### src/rtl/host_irq_pkg.sv
package host_irq_pkg;
  localparam int unsigned REG_STATUS = 0;
  localparam int unsigned REG_MASK   = 1;
endpackage

### src/rtl/irq_pend_store.sv
module irq_pend_store #(
  parameter int NUM_SRC = 8
) (
  input  logic               clk,
  input  logic               rst,
  input  logic [NUM_SRC-1:0] evt_i,
  input  logic               rd_clr_i,
  output logic [NUM_SRC-1:0] status_o
);
  for (genvar g = 0; g < NUM_SRC; g++) begin : g_bit
    always_ff @(posedge clk) begin
      if (rst)
        status_o[g] <= 1'b0;
      else if (rd_clr_i)
        status_o[g] <= evt_i[g];
      else
        status_o[g] <= status_o[g] | evt_i[g];
    end
  end

  // a clearing read with no new events leaves nothing pending
  p_read_clears_r6: assert property (@(posedge clk) disable iff (rst)
    (rd_clr_i && evt_i == '0) |=> (status_o == '0));
  // an event colliding with the read survives it
  p_collide_kept_r7: assert property (@(posedge clk) disable iff (rst)
    rd_clr_i |=> (status_o == $past(evt_i)));
  // no pending bit is dropped without a read
  p_no_loss_r10: assert property (@(posedge clk) disable iff (rst)
    !rd_clr_i |=> ((status_o & $past(status_o)) == $past(status_o)));
endmodule

### src/rtl/irq_ctrl_reg.sv
module irq_ctrl_reg (
  input  logic clk,
  input  logic rst,
  input  logic cfg_done_i,
  input  logic mask_we_i,
  input  logic mask_wbit_i,
  output logic mask_o,
  output logic armed_o
);
  always_ff @(posedge clk) begin
    if (rst) begin
      mask_o  <= 1'b0;
      armed_o <= 1'b0;
    end else begin
      if (cfg_done_i) armed_o <= 1'b1;
      if (mask_we_i)  mask_o  <= mask_wbit_i;
    end
  end

  // arming is permanent
  p_arm_sticky_r3: assert property (@(posedge clk) disable iff (rst)
    armed_o |=> armed_o);
  // the mask holds without a write
  p_mask_hold_r5: assert property (@(posedge clk) disable iff (rst)
    !mask_we_i |=> $stable(mask_o));
endmodule

### src/rtl/irq_line_drv.sv
module irq_line_drv (
  input  logic clk,
  input  logic rst,
  input  logic armed_i,
  input  logic mask_i,
  input  logic pending_i,
  output logic irq_n_o
);
  logic assert_req;

  always_comb assert_req = pending_i & ~mask_i;

  always_ff @(posedge clk) begin
    if (rst)
      irq_n_o <= 1'b0;
    else
      irq_n_o <= armed_i & ~assert_req;
  end

  // line parked low until armed
  p_low_until_armed_r2: assert property (@(posedge clk) disable iff (rst)
    !armed_i |=> !irq_n_o);
  // a masked, armed block keeps the line released
  p_masked_high_r5: assert property (@(posedge clk) disable iff (rst)
    (armed_i && mask_i) |=> irq_n_o);
  // pending and unmasked pulls the line low
  p_pend_low_r4: assert property (@(posedge clk) disable iff (rst)
    (armed_i && !mask_i && pending_i) |=> !irq_n_o);
endmodule

### src/rtl/host_irq_ctrl.sv
module host_irq_ctrl #(
  parameter int NUM_SRC = 8,
  parameter int DATA_W  = 8,
  parameter int ADDR_W  = 1
) (
  input  logic               clk,
  input  logic               rst,
  input  logic               cfg_done,
  input  logic [NUM_SRC-1:0] evt_in,
  input  logic               host_rd,
  input  logic               host_wr,
  input  logic [ADDR_W-1:0]  host_addr,
  input  logic               host_wbit,
  output logic [DATA_W-1:0]  host_rdata,
  output logic               irq_n
);
  import host_irq_pkg::*;

  localparam logic [ADDR_W-1:0] A_STATUS = ADDR_W'(REG_STATUS);
  localparam logic [ADDR_W-1:0] A_MASK   = ADDR_W'(REG_MASK);

  logic [NUM_SRC-1:0] status;
  logic               mask_q;
  logic               armed_q;
  logic               rd_status;
  logic               wr_mask;
  logic [DATA_W-1:0]  rd_word;

  always_comb begin
    rd_status = host_rd && (host_addr == A_STATUS);
    wr_mask   = host_wr && (host_addr == A_MASK);
  end

  irq_pend_store #(.NUM_SRC(NUM_SRC)) u_pend (
    .clk      (clk),
    .rst      (rst),
    .evt_i    (evt_in),
    .rd_clr_i (rd_status),
    .status_o (status)
  );

  irq_ctrl_reg u_ctrl (
    .clk         (clk),
    .rst         (rst),
    .cfg_done_i  (cfg_done),
    .mask_we_i   (wr_mask),
    .mask_wbit_i (host_wbit),
    .mask_o      (mask_q),
    .armed_o     (armed_q)
  );

  irq_line_drv u_line (
    .clk       (clk),
    .rst       (rst),
    .armed_i   (armed_q),
    .mask_i    (mask_q),
    .pending_i (|status),
    .irq_n_o   (irq_n)
  );

  always_comb begin
    rd_word = '0;
    if (host_addr == A_STATUS)
      rd_word[NUM_SRC-1:0] = status;
    else if (host_addr == A_MASK)
      rd_word[0] = mask_q;
  end

  always_ff @(posedge clk) begin
    if (rst)
      host_rdata <= '0;
    else if (host_rd)
      host_rdata <= rd_word;
  end

  // reset leaves the line low and read data empty
  p_reset_state_r1: assert property (@(posedge clk)
    rst |=> (!irq_n && host_rdata == '0));
  // a mask-address read never clears pending bits
  p_mask_read_keeps_r9: assert property (@(posedge clk) disable iff (rst)
    (host_rd && host_addr == A_MASK) |=> ((status & $past(status)) == $past(status)));
endmodule

### config.mk
export PLATFORM = sky130hd
export DESIGN_NAME = host_irq_ctrl
export DESIGN_NICKNAME = d
export VERILOG_FILES = /design/src/rtl/host_irq_pkg.sv /design/src/rtl/irq_pend_store.sv /design/src/rtl/irq_ctrl_reg.sv /design/src/rtl/irq_line_drv.sv /design/src/rtl/host_irq_ctrl.sv
export SDC_FILE = /design/constraint.sdc
export NUM_CORES = 1
export LEC_CHECK = 0
export BUFFER_PORTS_ARGS = -buffer_cell sky130_fd_sc_hd__buf_4
export CAP_MARGIN = 20
export CORE_AREA = 4 4 53 55
export DETAILED_ROUTE_END_ITERATION = 8
export DIE_AREA = 0 0 57 59
export GPL_TIMING_DRIVEN = 0
export HOLD_SLACK_MARGIN = 0.06
export SYNTH_ARGS = -nofsm -noshare
export SYNTH_HDL_FRONTEND = slang
export SYNTH_SLANG_ARGS = --single-unit
### constraint.sdc
create_clock -name clk -period 1.4 [get_ports clk]
set_clock_uncertainty 0.05 [all_clocks]
set_input_delay 0.28 -clock clk [delete_from_list [all_inputs] [get_ports clk]]
set_output_delay 0.28 -clock clk [all_outputs]
set_load 0.005 [all_outputs]
# Word-level counts from Yosys, hierarchy flattened
# Index checks and enable logic that the tools add are counted.
# word_totals
reg_bits	19
input_bits	15
out_inout_bits	9
word_cells	38
# op_classes
mux	10
n_bitwise	13
reduce_logical	3
# op_table
operator	n
1-bit 2-to-1 mux	9
1-bit bitwise OR	8
8-bit OR reduction	1
7-bit 2-to-1 mux	1
1-bit NOT	3
1-bit bitwise AND	2
1-bit logical AND	2

# Longest topological paths before layout
# logic_depth
ltp_word	4
mapped_depth	4
depth_no_buf	3

# By module
# A second synthesis with hierarchy kept.
# hier_totals
hier_cells	81
area_unflattened_um2	773.2
# modules_own_cells
module	n_inst	cells_per_inst	area_per_inst_um2	seq_area_each_um2
host_irq_ctrl	1	39	361.6	160.2
irq_pend_store	1	33	304.0	160.2
irq_ctrl_reg	1	6	61.3	40.0
irq_line_drv	1	3	46.3	20.0

# Least setup slack after synthesis
# Ideal clock, no wire load.
# synth_path
path_type	register to register
startpoint	reg u_pend.status_o[2]
endpoint	reg u_line.irq_n_o
setup_ns	0.073
arrival_ns	0.789
required_ns	1.277
setup_slack_ns	0.488
path_stages_with_launch	4
synth_period_minus_slack_ns	0.912
path_cell_list	dfxtp_1 -> nor4_1 -> a21oi_1 -> nor3b_2
# synth_via
elab_chain_len	4
# synth_rtl
element	line_no	source
start, declared	irq_pend_store.sv:8	output logic [NUM_SRC-1:0] status_o
start signal, assigned by index	irq_pend_store.sv:15	status_o[g] <= evt_i[g];
start signal, assigned by index	irq_pend_store.sv:17	status_o[g] <= status_o[g] | evt_i[g];
8-bit OR reduction	host_irq_ctrl.sv:57	.pending_i (|status),
1-bit bitwise AND	irq_line_drv.sv:11	always_comb assert_req = pending_i & ~mask_i;
1-bit NOT	irq_line_drv.sv:17	irq_n_o <= armed_i & ~assert_req;
1-bit bitwise AND	irq_line_drv.sv:17	
end signal, assigned	irq_line_drv.sv:17	
end, declared	irq_line_drv.sv:7	output logic irq_n_o
# No other way between the ends.
# A chain may end at the register's enable or synchronous reset.

# Worst setup path in the final report
# layout_path
startpoint	reg u_pend.status_o[4]
endpoint	reg u_line.irq_n_o
# Same word-level chain as after synthesis.

==> Implementation_results.wiki <==
{| class="wikitable"
! Metric !! Value
|-
| Outcome || complete, no violations
|-
| Resized cells post-CTS || 0
|-
| CP cell instances || nor4_1, a21oi_1, nor3b_2
|-
| Final-layout worst hold slack || 143 ps
|-
| Most instantiated library cell after synthesis || sky130_fd_sc_hd__dfxtp_1
|-
| Final period demand of the worst path || 1100 ps
|-
| CTS buffer count || 3
|-
| Antenna Cells || 0
|-
| Die outline width || 57 um
|-
| Wire length the detailed router placed on met1 || 645 um
|-
| Max-capacitance violation count || 0
|-
| Leakage power || 0.000392 uW
|-
| Crit Reg-Reg Startpoint || u_pend.status_o[4]$_SDFF_PP0_
|-
| Most used standard cells in the synthesized netlist || 19 x sky130_fd_sc_hd__dfxtp_1, 17 x sky130_fd_sc_hd__a21oi_1, 17 x sky130_fd_sc_hd__nor2_1
|-
| Worst Setup Start Kind || register
|-
| FF-to-FF End || u_line.irq_n_o$_SDFF_PP0_
|-
| Source of the critical timing path || u_pend.status_o[4]$_SDFF_PP0_
|-
| Count of pins over their slew limit || 0
|-
| Switching portion of total power || 0.231
|-
| Clock tree from TritonCTS || yes
|-
| Predominant post-synthesis flop cell || sky130_fd_sc_hd__dfxtp_1
|-
| Finish-stage setup viols || 0
|-
| Clock Latency Late Sink || 280 ps
|-
| Highest attainable clock frequency || 911 MHz
|-
| Power density over the cells || 1060 nW/um^2
|-
| 1st-iter DRT viols || 5
|-
| Clock sink count || 19
|-
| Post-layout nets || 117
|-
| Gr ovfl total || 0
|-
| Wire length on met3 || 140 um
|-
| Final critical-path share of the clock period || 0.784
|-
| Boundary pin count || 24
|-
| Worst-Margin Slew || 434 ps
|-
| Area fraction of the dominant cell type after synthesis || 0.567
|-
| Relative slew margins || 0.710
|-
| Final std cell area, no fill || 901 sq um
|-
| Biggest fanout along the worst timing path || 3
|-
| Worst setup path end || u_line.irq_n_o$_SDFF_PP0_
|-
| Clock share of power || 0.272
|-
| Final WL || 1410 um
|-
| Global Route Usage Sum || 0.0955
|-
| Top Layer Used || met4
|-
| # port buffers || 22
|-
| Total power draw || 958 uW
|-
| Sequential Power Share || 0.613
|-
| Starting Density || 0.281
|-
| Worst Setup End Kind || register
|-
| Clock-pin slew on the worst setup and hold paths || 100 ps
|-
| Dpl hpwl || 1100 um
|-
| Largest stage delay, worst path || 350 ps
|-
| DR vias || 569
|-
| Setup repair after global routing missed its margin || false
|-
| Arrival time at the worst endpoint || 1270 ps
|-
| Detailed Routing Iterations Pass 1 || 2
|-
| Main area contributors after synthesis || sky130_fd_sc_hd__dfxtp_1 57%, sky130_fd_sc_hd__a21oi_1 13%, sky130_fd_sc_hd__nor2_1 9.5%, sky130_fd_sc_hd__nor2b_1 6.5%, sky130_fd_sc_hd__nand2b_1 1.9%
|-
| Async set or reset register ratio after synthesis || 0
|-
| Synth-to-Final Area Change || 34.3%
|-
| Library cell occupying the most area in the post-synthesis netlist || sky130_fd_sc_hd__dfxtp_1
|-
| Number of global-route vias before repair || 572
|-
| Initial antenna violation count || 0
|-
| Number of hold violations in the final report || 0
|-
| Post-route ant nets || 0
|-
| Count of cells along the worst register-to-register path || 3
|-
| Required arrival time at the worst endpoint || 1570 ps
|-
| Met2 Wirelength || 617 um
|-
| Class of the tightest hold or removal check || input pin to register
|-
| Warning count from the yosys run || 0
|-
| Post-CTS Hold Buffers || 0
|-
| Clock tree root buffer cell || sky130_fd_sc_hd__clkbuf_4
|-
| Worst ir drop on vdd || 0.416 mV
|-
| Net switching power || 221 uW
|-
| Core box area || 2390 sq um
|-
| Count of flip-flops with a built-in enable after synthesis || 0
|-
| Slowest-stage cell, CP || sky130_fd_sc_hd__nor4_1
|-
| First-pass GRT wire length || 2440 um
|-
| Cell area after synthesis || 671 sq um
|-
| Average routed wire per standard cell || 10.8 um
|-
| Area enclosed by the die boundary || 3360 sq um
|-
| Cells after Synth || 75
|-
| Layout cell share with drive strength beyond 1 || 0.307
|-
| Final total negative setup slack || 0 ps
|-
| Height of the chip || 59 um
|-
| Number of levels the H-tree was split into || 1
|-
| Sequential fraction of the synthesis area || 0.567
|-
| Minimum setup slack among reg-to-reg paths || 300 ps
|-
| Synthesized area per cell || 8.94 sq um
|-
| Std cell rows || 18
|-
| Distinct cell type count after synthesis || 15
|-
| Placer Congestion || 0.713
|-
| Largest net degree at the start of global routing || 12
|-
| Post CTS Setup Buffer Count || 0
|-
| Maximum buffer depth of the clock tree || 2
|-
| Combinational power share || 0.116
|-
| Post-Syn Nets || 90
|-
| Vias per std cell || 4.34
|-
| Instance area after placement || 873 sq um
|-
| Synthesis-stage register bit count || 19
|-
| Pint || 736 uW
|-
| # DRC || 0
|-
| Worst setup path class || register to register
|}
## metrics by stage
stage	util	instances	setup slack, ps
floorplan	-	75	488
global placement	0.366	127	259
detailed placement	0.366	127	248
CTS	0.377	131	292
global route	0.377	131	174
finish	0.377	131	302
## power by group through the flow
stage	clock network [uW]	registers (uW)	logic, uW
finish	260	587	111
global route	301	592	126
CTS	282	587	112
detailed placement	0	600	112
global placement	0	599	110
floorplan	0	596	55.9
## critical path: cells and delay by family, from the launching register on
| family | cells | cell delay (ps) |
|---|---|---|
| simple gates | 2 | 510 |
| flops | 1 | 340 |
| compound gates | 1 | 130 |
## area by class of cell
type	instances	area (sq um)
clock buffer	3	22.5
tap	30	37.5
sequential	19	380
timing repair buffer	22	165
buffer	4	22.5
fill	265	1490
multi-input combinational	52	268
clock inverter	1	5.00
## flip-flops by register name (all words and copies together) (netlist names)
name / cells
host_rdata: 8
u_pend.status_o: 8
u_ctrl.armed_o: 1
u_ctrl.mask_o: 1
u_line.irq_n_o: 1
## worst min-delay path by stage
stage | startpoint | endpoint | slack, ps | depth (start not counted)
global placement | u_ctrl.armed_o$_SDFFE_PP0P_ | u_ctrl.armed_o$_SDFFE_PP0P_ | 390 | 2
CTS | evt_in[6] | u_pend.status_o[6]$_SDFF_PP0_ | 130 | 3
detailed placement | u_ctrl.armed_o$_SDFFE_PP0P_ | u_ctrl.armed_o$_SDFFE_PP0P_ | 400 | 2
floorplan | cfg_done | u_ctrl.armed_o$_SDFFE_PP0P_ | 350 | 2
global route | evt_in[5] | u_pend.status_o[5]$_SDFF_PP0_ | 150 | 3
finish | evt_in[6] | u_pend.status_o[6]$_SDFF_PP0_ | 140 | 3
## layer usage
metal | global-route usage | up-vias
li1 | - | 305
met1 | 0.116 | 245
met2 | 0.145 | 17
met3 | 0.0392 | 2
met4 | 0.0497 | 0
met5 | 0 | -
## layout by cell type, fill, tap and decap left out
cell type and count:
sky130_fd_sc_hd__a211oi_1 1, sky130_fd_sc_hd__a21oi_1 17, sky130_fd_sc_hd__buf_2 2, sky130_fd_sc_hd__buf_4 23
sky130_fd_sc_hd__clkbuf_2 1, sky130_fd_sc_hd__clkbuf_4 3, sky130_fd_sc_hd__clkinv_2 1, sky130_fd_sc_hd__dfxtp_1 19
sky130_fd_sc_hd__mux2i_1 1, sky130_fd_sc_hd__nand2_1 2, sky130_fd_sc_hd__nand2b_1 2, sky130_fd_sc_hd__nand3_1 1
sky130_fd_sc_hd__nand3b_1 1, sky130_fd_sc_hd__nor2_1 17, sky130_fd_sc_hd__nor2b_1 7, sky130_fd_sc_hd__nor3b_2 1
sky130_fd_sc_hd__nor4_1 2
## kinds of logic (layout without fill, tap and decap cells)
group,after synthesis,count (layout),synth area share
AND/OR/NAND/NOR,33,33,0.246
multiplexers,1,1,0.0149
flip-flops,19,19,0.567
AO/OA/AOI/OAI,18,18,0.138
buffers and inverters,4,30,0.0336
Power figures use the tool's default switching activity.
